`src/rtl/lzdiv_pkg.sv`:
```
package lzdiv_pkg;

  typedef enum logic [1:0] {
    OP_DIV  = 2'b00,
    OP_DIVU = 2'b01,
    OP_REM  = 2'b10,
    OP_REMU = 2'b11
  } div_op_e;

  typedef enum logic [1:0] {
    ST_IDLE = 2'd0,
    ST_RUN  = 2'd1,
    ST_DONE = 2'd2
  } div_state_e;

endpackage

```
`src/rtl/lzdiv_clz.sv`:
```
module lzdiv_clz #(
  parameter int W  = 32,
  parameter int CW = $clog2(W + 1)
) (
  input  logic [W-1:0]  val_i,
  output logic [CW-1:0] count_o,
  output logic          zero_o
);

  // scan upward so the highest set bit wins
  always_comb begin
    count_o = CW'(W);
    for (int i = 0; i < W; i++) begin
      if (val_i[i]) count_o = CW'(W - 1 - i);
    end
  end

  assign zero_o = (val_i == '0);

endmodule

```
`src/rtl/lzdiv_magnitude.sv`:
```
module lzdiv_magnitude #(
  parameter int W = 32
) (
  input  logic [W-1:0] val_i,
  input  logic         signed_i,
  output logic [W-1:0] mag_o,
  output logic         neg_o
);

  assign neg_o = signed_i & val_i[W-1];
  assign mag_o = neg_o ? (~val_i + 1'b1) : val_i;

endmodule

```
`src/rtl/lzdiv_step.sv`:
```
module lzdiv_step #(
  parameter int W = 32
) (
  input  logic [W-1:0] rem_i,
  input  logic [W-1:0] dvs_i,
  input  logic [W-1:0] quo_i,
  output logic [W-1:0] rem_o,
  output logic [W-1:0] dvs_o,
  output logic [W-1:0] quo_o
);

  logic fits;

  assign fits  = (rem_i >= dvs_i);
  assign rem_o = fits ? (rem_i - dvs_i) : rem_i;
  assign quo_o = {quo_i[W-2:0], fits};
  assign dvs_o = dvs_i >> 1;

endmodule

```
`src/rtl/lz_divider.sv`:
```
module lz_divider #(
  parameter int WIDTH = 32
) (
  input  logic             clk_i,
  input  logic             rst_ni,
  input  logic             start_i,
  input  logic [1:0]       op_i,
  input  logic [WIDTH-1:0] dividend_i,
  input  logic [WIDTH-1:0] divisor_i,
  output logic             busy_o,
  output logic             done_o,
  output logic [WIDTH-1:0] result_o
);

  import lzdiv_pkg::*;

  localparam int CNT_W = $clog2(WIDTH + 1);

  div_state_e       state_q;
  logic [WIDTH-1:0] rem_q, dvs_q, quo_q, result_q;
  logic [CNT_W-1:0] iter_q;
  logic             neg_quo_q, neg_rem_q, is_rem_q;

  logic             accept, op_signed;
  logic [WIDTH-1:0] mag_a, mag_b;
  logic             sgn_a, sgn_b, b_zero;
  logic [CNT_W-1:0] lz_b;
  logic [WIDTH-1:0] rem_n, dvs_n, quo_n, quo_fix, rem_fix;

  assign accept    = start_i && (state_q == ST_IDLE);
  assign op_signed = ~op_i[0];

  lzdiv_magnitude #(.W(WIDTH)) i_mag_a (
    .val_i    (dividend_i),
    .signed_i (op_signed),
    .mag_o    (mag_a),
    .neg_o    (sgn_a)
  );

  lzdiv_magnitude #(.W(WIDTH)) i_mag_b (
    .val_i    (divisor_i),
    .signed_i (op_signed),
    .mag_o    (mag_b),
    .neg_o    (sgn_b)
  );

  lzdiv_clz #(.W(WIDTH), .CW(CNT_W)) i_clz (
    .val_i   (mag_b),
    .count_o (lz_b),
    .zero_o  (b_zero)
  );

  lzdiv_step #(.W(WIDTH)) i_step (
    .rem_i (rem_q),
    .dvs_i (dvs_q),
    .quo_i (quo_q),
    .rem_o (rem_n),
    .dvs_o (dvs_n),
    .quo_o (quo_n)
  );

  // zero divisor: iterations yield all ones and |a|; quotient sign is masked
  assign quo_fix = neg_quo_q ? (~quo_n + 1'b1) : quo_n;
  assign rem_fix = neg_rem_q ? (~rem_n + 1'b1) : rem_n;

  always_ff @(posedge clk_i or negedge rst_ni) begin
    if (!rst_ni) begin
      state_q   <= ST_IDLE;
      rem_q     <= '0;
      dvs_q     <= '0;
      quo_q     <= '0;
      iter_q    <= '0;
      neg_quo_q <= 1'b0;
      neg_rem_q <= 1'b0;
      is_rem_q  <= 1'b0;
      result_q  <= '0;
    end else begin
      unique case (state_q)
        ST_IDLE: begin
          if (accept) begin
            rem_q     <= mag_a;
            dvs_q     <= mag_b << lz_b;
            quo_q     <= '0;
            iter_q    <= lz_b;
            neg_quo_q <= (sgn_a ^ sgn_b) & ~b_zero;
            neg_rem_q <= sgn_a;
            is_rem_q  <= op_i[1];
            state_q   <= ST_RUN;
          end
        end
        ST_RUN: begin
          rem_q  <= rem_n;
          dvs_q  <= dvs_n;
          quo_q  <= quo_n;
          iter_q <= iter_q - CNT_W'(1);
          if (iter_q == '0) begin
            result_q <= is_rem_q ? rem_fix : quo_fix;
            state_q  <= ST_DONE;
          end
        end
        ST_DONE: state_q <= ST_IDLE;
        default: state_q <= ST_IDLE;
      endcase
    end
  end

  assign busy_o   = (state_q != ST_IDLE);
  assign done_o   = (state_q == ST_DONE);
  assign result_o = result_q;

endmodule

```
`config.mk`:
```
export PLATFORM = sky130hd
export DESIGN_NAME = lz_divider
export DESIGN_NICKNAME = d
export VERILOG_FILES = /design/src/rtl/lzdiv_pkg.sv /design/src/rtl/lzdiv_clz.sv /design/src/rtl/lzdiv_magnitude.sv /design/src/rtl/lzdiv_step.sv /design/src/rtl/lz_divider.sv
export SDC_FILE = /design/constraint.sdc
export NUM_CORES = 1
export LEC_CHECK = 0
export BUFFER_PORTS_ARGS = -buffer_cell sky130_fd_sc_hd__buf_4
export CORE_ASPECT_RATIO = 1.25
export CORE_UTILIZATION = 55
export DETAILED_ROUTE_END_ITERATION = 10
export HOLD_SLACK_MARGIN = 0.12
export PLACE_DENSITY = 0.74
export SYNTH_ARGS = -nofsm -noshare
export SYNTH_HDL_FRONTEND = slang
export SYNTH_HIERARCHICAL = 1
export SYNTH_SLANG_ARGS = --single-unit
```
`constraint.sdc`:
```
create_clock -name clk_i -period 4.9 [get_ports clk_i]
set_clock_uncertainty 0.1 [all_clocks]
set_input_delay 0.98 -clock clk_i [delete_from_list [all_inputs] [get_ports clk_i]]
set_output_delay 0.98 -clock clk_i [all_outputs]
set_load 0.01 [all_outputs]
```
---- Word level (Yosys, flattened, before mapping) ----
Index checks and enable logic that the tools add are counted.
cells by class
  bitwise operators ....................... 10
  mux-type cells .......................... 49
  $lt $le $gt $ge ......................... 1
  reduce and logical (&&, ||, !) cells .... 10
  add/subtract/negate cells ............... 6
  equality and inequality tests ........... 4
  shifts and indexed selects .............. 1
operators by type and width
  cell                                                 count
  2-to-1 mux 32 bit                                    8
  2-to-1 mux 6 bit                                     33
  adder 32 x 1 -> 32 bit, second input constant        4
  inverter 32 bit                                      4
  case mux 32 bit (2 select lines)                     2
  case mux 31 bit (2 select lines)                     1
  >= comparator 32 bit                                 1
  zero test 32 bit                                     1
  left shift 32 x 6 -> 32 bit                          1
  subtractor 32 bit                                    1
  2-to-1 mux 31 bit                                    1
  case mux 6 bit (2 select lines)                      1
  AND reduction 2 bit                                  4
  zero test 6 bit                                      1
  subtractor 6 x 1 -> 6 bit, second input constant     1
  2-to-1 mux 2 bit                                     2
  != test 2 bit, second input constant                 2
  case mux 2 bit (2 select lines)                      1
  nonzero test 2 bit                                   2
  bitwise AND 1 bit                                    3
  equality test 2 x 1 -> 1 bit, second input constant  1
  equality test 2 bit, second input constant           1
  zero test 2 bit                                      1
  inverter 1 bit                                       2
  other kinds (2)                                      2
storage, ports and cells
  output and inout port bits .............. 34
  register bits after elaboration ......... 138
  logic and storage cells ................. 90
  bits of input ports ..................... 69

---- Longest topological paths before layout ----
Gate-level depths: netlist (run 1).
  word-level depth ........................ 38
  mapped depth ............................ 21
  depth with buffers taken out ............ 18

---- By module ----
The synthesis (run 1) kept the hierarchy.
by module, submodules not included
  module           cells an instance  times used  area each (sq um)  seq. area each (sq um)
  lz_divider       1016               1           8882.3             3478.3
  lzdiv_step       380                1           2822.7             0.0
  lzdiv_magnitude  106                2           706.9              0.0
  lzdiv_clz        66                 1           394.1              0.0

---- Worst setup path before layout (run 1) ----
OpenSTA, ideal clock, no wires.
  path type ............................... input -> register
  start ................................... in divisor_i[1]
  end ..................................... reg dvs_q[7]
  setup slack ............................. -215 ps
  path buffers ............................ 2
  required time ........................... 4674 ps
  stages .................................. 16
  library setup time ...................... 126 ps
  data arrival time ....................... 4889 ps
  cell sequence ........................... inv_1 -> ha_1 -> or3b_2 -> nor4_4 -> a31oi_1 -> xor2_1 -> o31ai_1 -> or4_1 -> nor3_2 -> a21o_1 -> buf_2 -> buf_4 -> mux4_2 -> mux2i_1 -> nor3_1 -> a221o_1
on the way
  elaborated cells between the ends (all ways) .. 37
  those cells by class .................... add/sub (1); shift (1); mux (34); bitwise (1)
RTL lines
  element                           RTL line               source
  from (decl)                       lz_divider.sv:9        input logic [WIDTH-1:0] divisor_i,
  inverter 32 bit                   lzdiv_magnitude.sv:11  assign mag_o = neg_o ? (~val_i + 1'b1) : val_i;
  adder 32 x 1 -> 32 bit            lzdiv_magnitude.sv:11
  2-to-1 mux 32 bit                 lzdiv_magnitude.sv:11
  net mag_b[28]                     lz_divider.sv:25       logic [WIDTH-1:0] mag_a, mag_b;
  2-to-1 mux 6 bit (4 in a row)     lzdiv_clz.sv:14        if (val_i[i]) count_o = CW'(W - 1 - i);
  net lz_b[1]                       lz_divider.sv:27       logic [CNT_W-1:0] lz_b;
  left shift 32 x 6 -> 32 bit       lz_divider.sv:82       dvs_q <= mag_b << lz_b;
  2-to-1 mux 32 bit                 lz_divider.sv:80       if (accept) begin
  case mux 32 bit (2 select lines)  lz_divider.sv:78       unique case (state_q)
  to (signal assigned)              lz_divider.sv:82
  to (signal assigned)              lz_divider.sv:93       dvs_q <= dvs_n;
  to (decl)                         lz_divider.sv:20       logic [WIDTH-1:0] rem_q, dvs_q, quo_q, result_q;
The timed path passes the listed nets, and every way through them passes these cells. The select of a mux whose other input is x is not followed.
A chain may end at the register's enable or synchronous reset.

---- Worst setup path after layout (run 1) ----
  start ................................... in divisor_i[10]
  end ..................................... reg dvs_q[29]
on the way
  elaborated cells between the ends (all ways) .. 28
  those cells by class .................... add/sub (1); shift (1); mux (25); bitwise (1)
RTL lines
  element                             RTL line
  inverter 32 bit *                   lzdiv_magnitude.sv:11
  adder 32 x 1 -> 32 bit *            lzdiv_magnitude.sv:11
  2-to-1 mux 32 bit *                 lzdiv_magnitude.sv:11
  net mag_b[30]                       lz_divider.sv:25
  2-to-1 mux 6 bit (2 in a row)       lzdiv_clz.sv:14
  left shift 32 x 6 -> 32 bit *       lz_divider.sv:82
  2-to-1 mux 32 bit *                 lz_divider.sv:80
  case mux 32 bit (2 select lines) *  lz_divider.sv:78
The timed path passes the listed nets; every way through them passes the cells marked *. The select of a mux whose other input is x is not followed.

==> flow_summary.ini, run 1 <==
[status]
status = finished, final reports clean

[global_routing]
track_usage_pct = 32.4
grt-ovfl-total = 0
grt_pass1_wl_um = 63800
grt_start_max_net_pins = 72
antenna_found_initial = 0
grt_pass1_vias = 12900

[die]
pin_count = 103
die_area_um2 = 25100
die_h_um = 177
core_um2 = 23900
start_util_pct = 56.4
rows = 63
die_w_um = 142

[worst_setup_path]
reg2reg_depth = 16
startpoint_type = input port
worst-setup-path-type = input port to register
cp.depth = 19
worstPathRequired_ns = 5.10
path_buf_inv = 4
crit_path_end_kind = register
path_delay_family = simple AND/OR/NAND/NOR gates
cp_slowest_cell = or4_4
crit_path_max_fanout = 8
crit_path_frequent_cell = buf_4
cpPeakStageDelay_ns = 0.57
worstPathArrival_ns = 4.96
crit_chain = buf_4 -> or4_4 -> nor4_4 -> buf_6 -> a31oi_1 -> xor2_1 -> nor2_1 -> o31ai_1 -> or4_4 -> nor3_4 -> a21o_2 -> mux2_2 -> buf_4 -> mux2_2 -> a21oi_2 -> buf_4 -> nand2_1 -> o211ai_1 -> a31oi_1

[detailed_routing]
vias = 13100
drtIter0Drc = 759
drt-pass1-iter-count = 5
ant_nets = 0
post_drt_via_cell_ratio = 6.03
drc_errors = 0
routedWlPerCell_um = 18.4
drt_wl_total_um = 40200

[synth]
ys_warn_count = 6
synth_nets = 1778
syn-mean-instance-area_um2 = 8.07
synth_area_um2 = 13500
syn-instance-count = 1670

[min_path]
hp-class = register to register
holdPathStages = 2

[final_layout]
final-instance-count-excl-fill = 2181
fin_area_um2 = 16200
final_util_pct = 67.7
area_growth_pct = 20.0
drive_above_1_share_pct = 25.8
antennaDiodeCount = 0
layout.nets = 1951

[timing]
max-slew-margin-rel_pct = 20.2
timing.fmax_ghz = 0.210
finalWorstSetupSlack_ns = 0.140
finalSetupTns_ns = 0
rsz0062_at_grt = true
hold_viol = 0
finalCritPeriodShare_pct = 97.1
slew_violations = 0
tightest_slew_ns = 1.20
fin_crit_ns = 4.76
finalSetupViolCount = 0
holdWs_ns = 0.375

[clocking]
clock-root-buffer = clkbuf_16
cts_sinks = 138
cts_buffers = 17
clk_pin_slew_ns = 0.06
cts_tree = done
clockBufferDepth = 2
postCtsHoldBufs = 0
insertion_delay_ns = 0.44
h-tree-depth = 4

[placed_design]
gp_congestion = 0.981
pre_cts_ws_ns = -0.335
postPlaceCellArea_um2 = 15400
dp.cells = 2142
io_buffers = 102
dpl.hpwl_um = 31000

[power_and_ir_drop]
vdd_drop_max_mv = 0.375
p_per_area_nw_per_um2 = 766
p_total_mw = 12.4
p_leak_nw = 7.14

[run]
max_cap_violations = 0
[power by group]
group / total [mW] / switching, mW / internal, mW
sequential: 2.27 / 0.572 / 1.70
clock: 1.28 / 0.513 / 0.768
combinational: 8.82 / 4.94 / 3.88
[metal layers]
metal | track usage, % | wire length (µm) | vias up
met3 | 3.49 | 1760 | 131
li1 | - | - | 6330
met5 | 0 | 0 | -
met1 | 34.6 | 15000 | 6234
met4 | 20.1 | 2360 | 0
met2 | 60.3 | 21100 | 447
[layout by cell type, fill, tap and decap left out, types with 26 or more instances in the layout]
cell	count
a31oi_1	32
mux2i_1	36
mux2_2	30
nor3_1	47
o31ai_1	26
nand2_1	164
a21oi_1	89
mux2_4	28
xor2_1	87
xnor2_1	56
dfrtp_1	138
buf_4	306
o21ai_0	120
nor2_1	172
inv_1	79
ha_1	37
o22ai_1	40
[path summary, 6_finish.rpt]
| path | slack, ns | from | endpoint |
|---|---|---|---|
| max | 0.14 | divisor_i[10] | dvs_q[29] |
| max reg2reg | 0.18 | rem_q[11] | result_o[31] |
| min reg2reg | 0.38 | result_o[7] | result_o[7] |
| min in group asynchronous | 0.44 | rst_ni | result_o[4] |
| max in group asynchronous | 3.33 | rst_ni | quo_q[26] |
| min | 0.38 | result_o[7] | result_o[7] |
[state kept, by name, summed over array words and instances, names as in the netlist]
name,count
is_rem_q,1
rem_q,32
neg_quo_q,1
quo_q,31
result_o,32
neg_rem_q,1
iter_q,6
dvs_q,32
state_q,2
[layout make-up]
type                            instances  area, µm²
Clock buffer                           24        502
Clock inverter                          8       83.8
Fill cell                            2038       7720
Inverter                               81        304
Multi-Input combinational cell       1292       9010
Sequential cell                       138       3450
Tap cell                              325        407
Timing Repair Buffer                  313       2400
[timing repair]
item	CTS	global route
resized for setup	0	29
setup buffers	0	6
endpoints found under the hold margin	0	0
setup endpoints to repair	0	29
[worst min-delay path: stages, from the launching register on]
cell and delay, ns:
dfrtp_1 0.34, nand2_1 0.04, o21ai_0 0.06
(Power assumes the default switching activity.)
==> run 2, diff against run 1 <==
--- a/config.mk
+++ b/config.mk
@@ -5,12 +5,12 @@
 export SDC_FILE = /design/constraint.sdc
 export NUM_CORES = 1
 export LEC_CHECK = 0
-export BUFFER_PORTS_ARGS = -buffer_cell sky130_fd_sc_hd__buf_4
 export CORE_ASPECT_RATIO = 1.25
 export CORE_UTILIZATION = 55
 export DETAILED_ROUTE_END_ITERATION = 10
+export DONT_BUFFER_PORTS = 1
 export HOLD_SLACK_MARGIN = 0.12
-export PLACE_DENSITY = 0.74
+export PLACE_DENSITY = 0.7
 export SYNTH_ARGS = -nofsm -noshare
 export SYNTH_HDL_FRONTEND = slang
 export SYNTH_HIERARCHICAL = 1
==> flow_summary.ini, run 2 (synthesis results as in run 1) <==
[status]
status = finished, final reports clean

[worst_setup_path]
crit_path_end_kind = register
worstPathArrival_ns = 4.92
reg2reg_depth = 18
startpoint_type = input port
path_buf_inv = 2
worst-setup-path-type = input port to register
regToRegSetupSlack_ns = 0.26
cpPeakStageDelay_ns = 0.56
cp_slowest_cell = or4_4
crit_chain = or4_4 -> nor4_4 -> buf_4 -> a31oi_1 -> xor2_1 -> nor2_1 -> o31ai_1 -> or4_1 -> nor3_2 -> a21o_2 -> buf_4 -> mux2_2 -> and3_1 -> a221oi_2 -> mux2i_1 -> a221oi_1 -> nor2_1
rr_endpoint = result_o[24]
worstPathRequired_ns = 5.12
r2r-start = dvs_q[5]
path_delay_family = simple AND/OR/NAND/NOR gates
crit_path_max_fanout = 8

[power_and_ir_drop]
p_leak_nw = 6.36
vdd_drop_max_mv = 0.391
internal_power_mw = 6.12
p_clk_share_pct = 11.0
p_seq_share_pct = 19.7
p_per_area_nw_per_um2 = 803
p_comb_share_pct = 69.4
swShare_pct = 48.8
p_sw_mw = 5.82

[placed_design]
io_buffers = 0
dpl.hpwl_um = 29700
gp_congestion = 0.922
dp.cells = 1984
postPlaceCellArea_um2 = 14200

[timing]
tightest_slew_ns = 1.17
rsz0062_at_grt = false
finalCritPeriodShare_pct = 96.0
timing.fmax_ghz = 0.213
max-slew-margin-rel_pct = 22.0
finalSetupViolCount = 0
hold_viol = 0
slew_violations = 0
fin_crit_ns = 4.70
holdWs_ns = 0.146

[final_layout]
fin_area_um2 = 14900
antennaDiodeCount = 0
final_common_cell = nor2_1
fillers = 2120
drive_above_1_share_pct = 17.6
layout.nets = 1787
area_growth_pct = 10.3
layout_common_cells = nor2_1 (173), nand2_1 (164), buf_4 (144), dfrtp_1 (138), o21ai_0 (119)
final-instance-count-excl-fill = 2017

[die]
die_w_um = 142
core_um2 = 23900
start_util_pct = 56.4
die_h_um = 177
die_area_um2 = 25100
pin_count = 103
rows = 63

[detailed_routing]
drc_errors = 0
drt-pass1-iter-count = 5
post_drt_via_cell_ratio = 6.13
wl_met2_um = 20100
highest_layer = met4
drtIter0Drc = 967
ant_nets = 0
vias = 12400
drt_wl_total_um = 38700
routedWlPerCell_um = 19.2
wl_met1_um = 15100
wl_met3_um = 1710

[min_path]
hp-class = input port to asynchronous set/reset pin

[clocking]
clock-root-buffer = clkbuf_16
clk_pin_slew_ns = 0.06
cts_tree = done
post_cts.repair.setup_buffers = 0
clockBufferDepth = 2
cts_sinks = 138
h-tree-depth = 4
insertion_delay_ns = 0.44
cts_buffers = 17

[global_routing]
grt_pass1_vias = 12300
grt_pass1_wl_um = 62100
antenna_found_initial = 0
grt_start_max_net_pins = 139
track_usage_pct = 31.6
grt-ovfl-total = 0

[run]
max_cap_violations = 0
-- run 2: cell types whose count changed in the layout (fill, tap and decap cells not counted), sizes merged --
| cell | change |
|---|---|
| a21o | -1 |
| buf | -164 |
| bufinv | +1 |
| clkbuf | -2 |
| clkinv | +1 |
| dlygate4sd3 | +1 |
-- run 2: worst max path at each step --
stage	from	endpoint	slack (ns)	depth (start not counted)
3_3_place_gp	divisor_i[6]	dvs_q[24]	-0.18	17
3_5_place_dp	divisor_i[10]	dvs_q[24]	-0.25	17
4_1_cts	divisor_i[10]	dvs_q[24]	0.19	17
6_report	divisor_i[10]	dvs_q[24]	0.20	17
2_1_floorplan	divisor_i[6]	dvs_q[10]	-0.008	16
5_1_grt	divisor_i[14]	dvs_q[30]	0.001	16
-- run 2: layer usage --
layer / vias to the layer above / GRT usage [%]
li1: 6003 / -
met1: 5855 / 34.3
met2: 399 / 58.2
met3: 109 / 4.36
met4: 0 / 18.0
met5: - / 0
-- run 2: what timing repair did --
| item | 4_1_cts | 5_1_grt |
|---|---|---|
| endpoints found under the setup margin | 0 | 4 |
| gates resized for setup | 0 | 6 |
| hold endpoints to repair | 0 | 11 |
| hold buffers | 0 | 1 |
-- run 2: worst reg2reg max path, stage by stage, from the launching register on --
cell and delay (ns):
dfrtp_1 0.38, inv_1 0.07, ha_1 0.37, a2111oi_0 0.48
a21oi_1 0.07, o21ai_1 0.28, o21ai_4 0.08, nor2_1 0.21
o32a_2 0.22, buf_12 0.22, inv_1 0.16, inv_1 0.12
ha_1 0.22, nor2b_1 0.33, nand4_2 0.28, o31ai_1 0.37
xor2_1 0.19, nor2_1 0.06, a221o_1 0.31
-- run 2: power by group through the flow --
stage               combinational, mW  clock, mW  sequential [mW]
CTS                              8.18       1.33             2.34
detailed placement               8.14          0             2.35
global placement                 8.01          0             2.33
floorplan                        6.63          0             2.05
finish                           8.28       1.31             2.35
global route                     9.08       1.38             2.42
-- run 2: layout make-up --
cell class	count	area [µm²]	area share [%]
clock buffer	22	474	3.19
clock inverter	10	115	0.775
inverter	81	304	2.05
multi-input combinational	1291	8920	60.0
sequential	138	3450	23.2
tap	325	407	2.74
timing repair buffer	150	1190	8.02
-- run 2: stage by stage --
stage	TNS (ns)	worst slack (ns)	power, mW	util [%]
after floorplan	-0.00825	-0.00815	8.68	-
after global placement	-1.10	-0.177	10.3	59.6
after detailed placement	-2.50	-0.245	10.5	59.6
after CTS	0	0.193	11.8	62.1
after global routing	0	0.00145	12.9	62.2
final	0	0.197	11.9	62.2
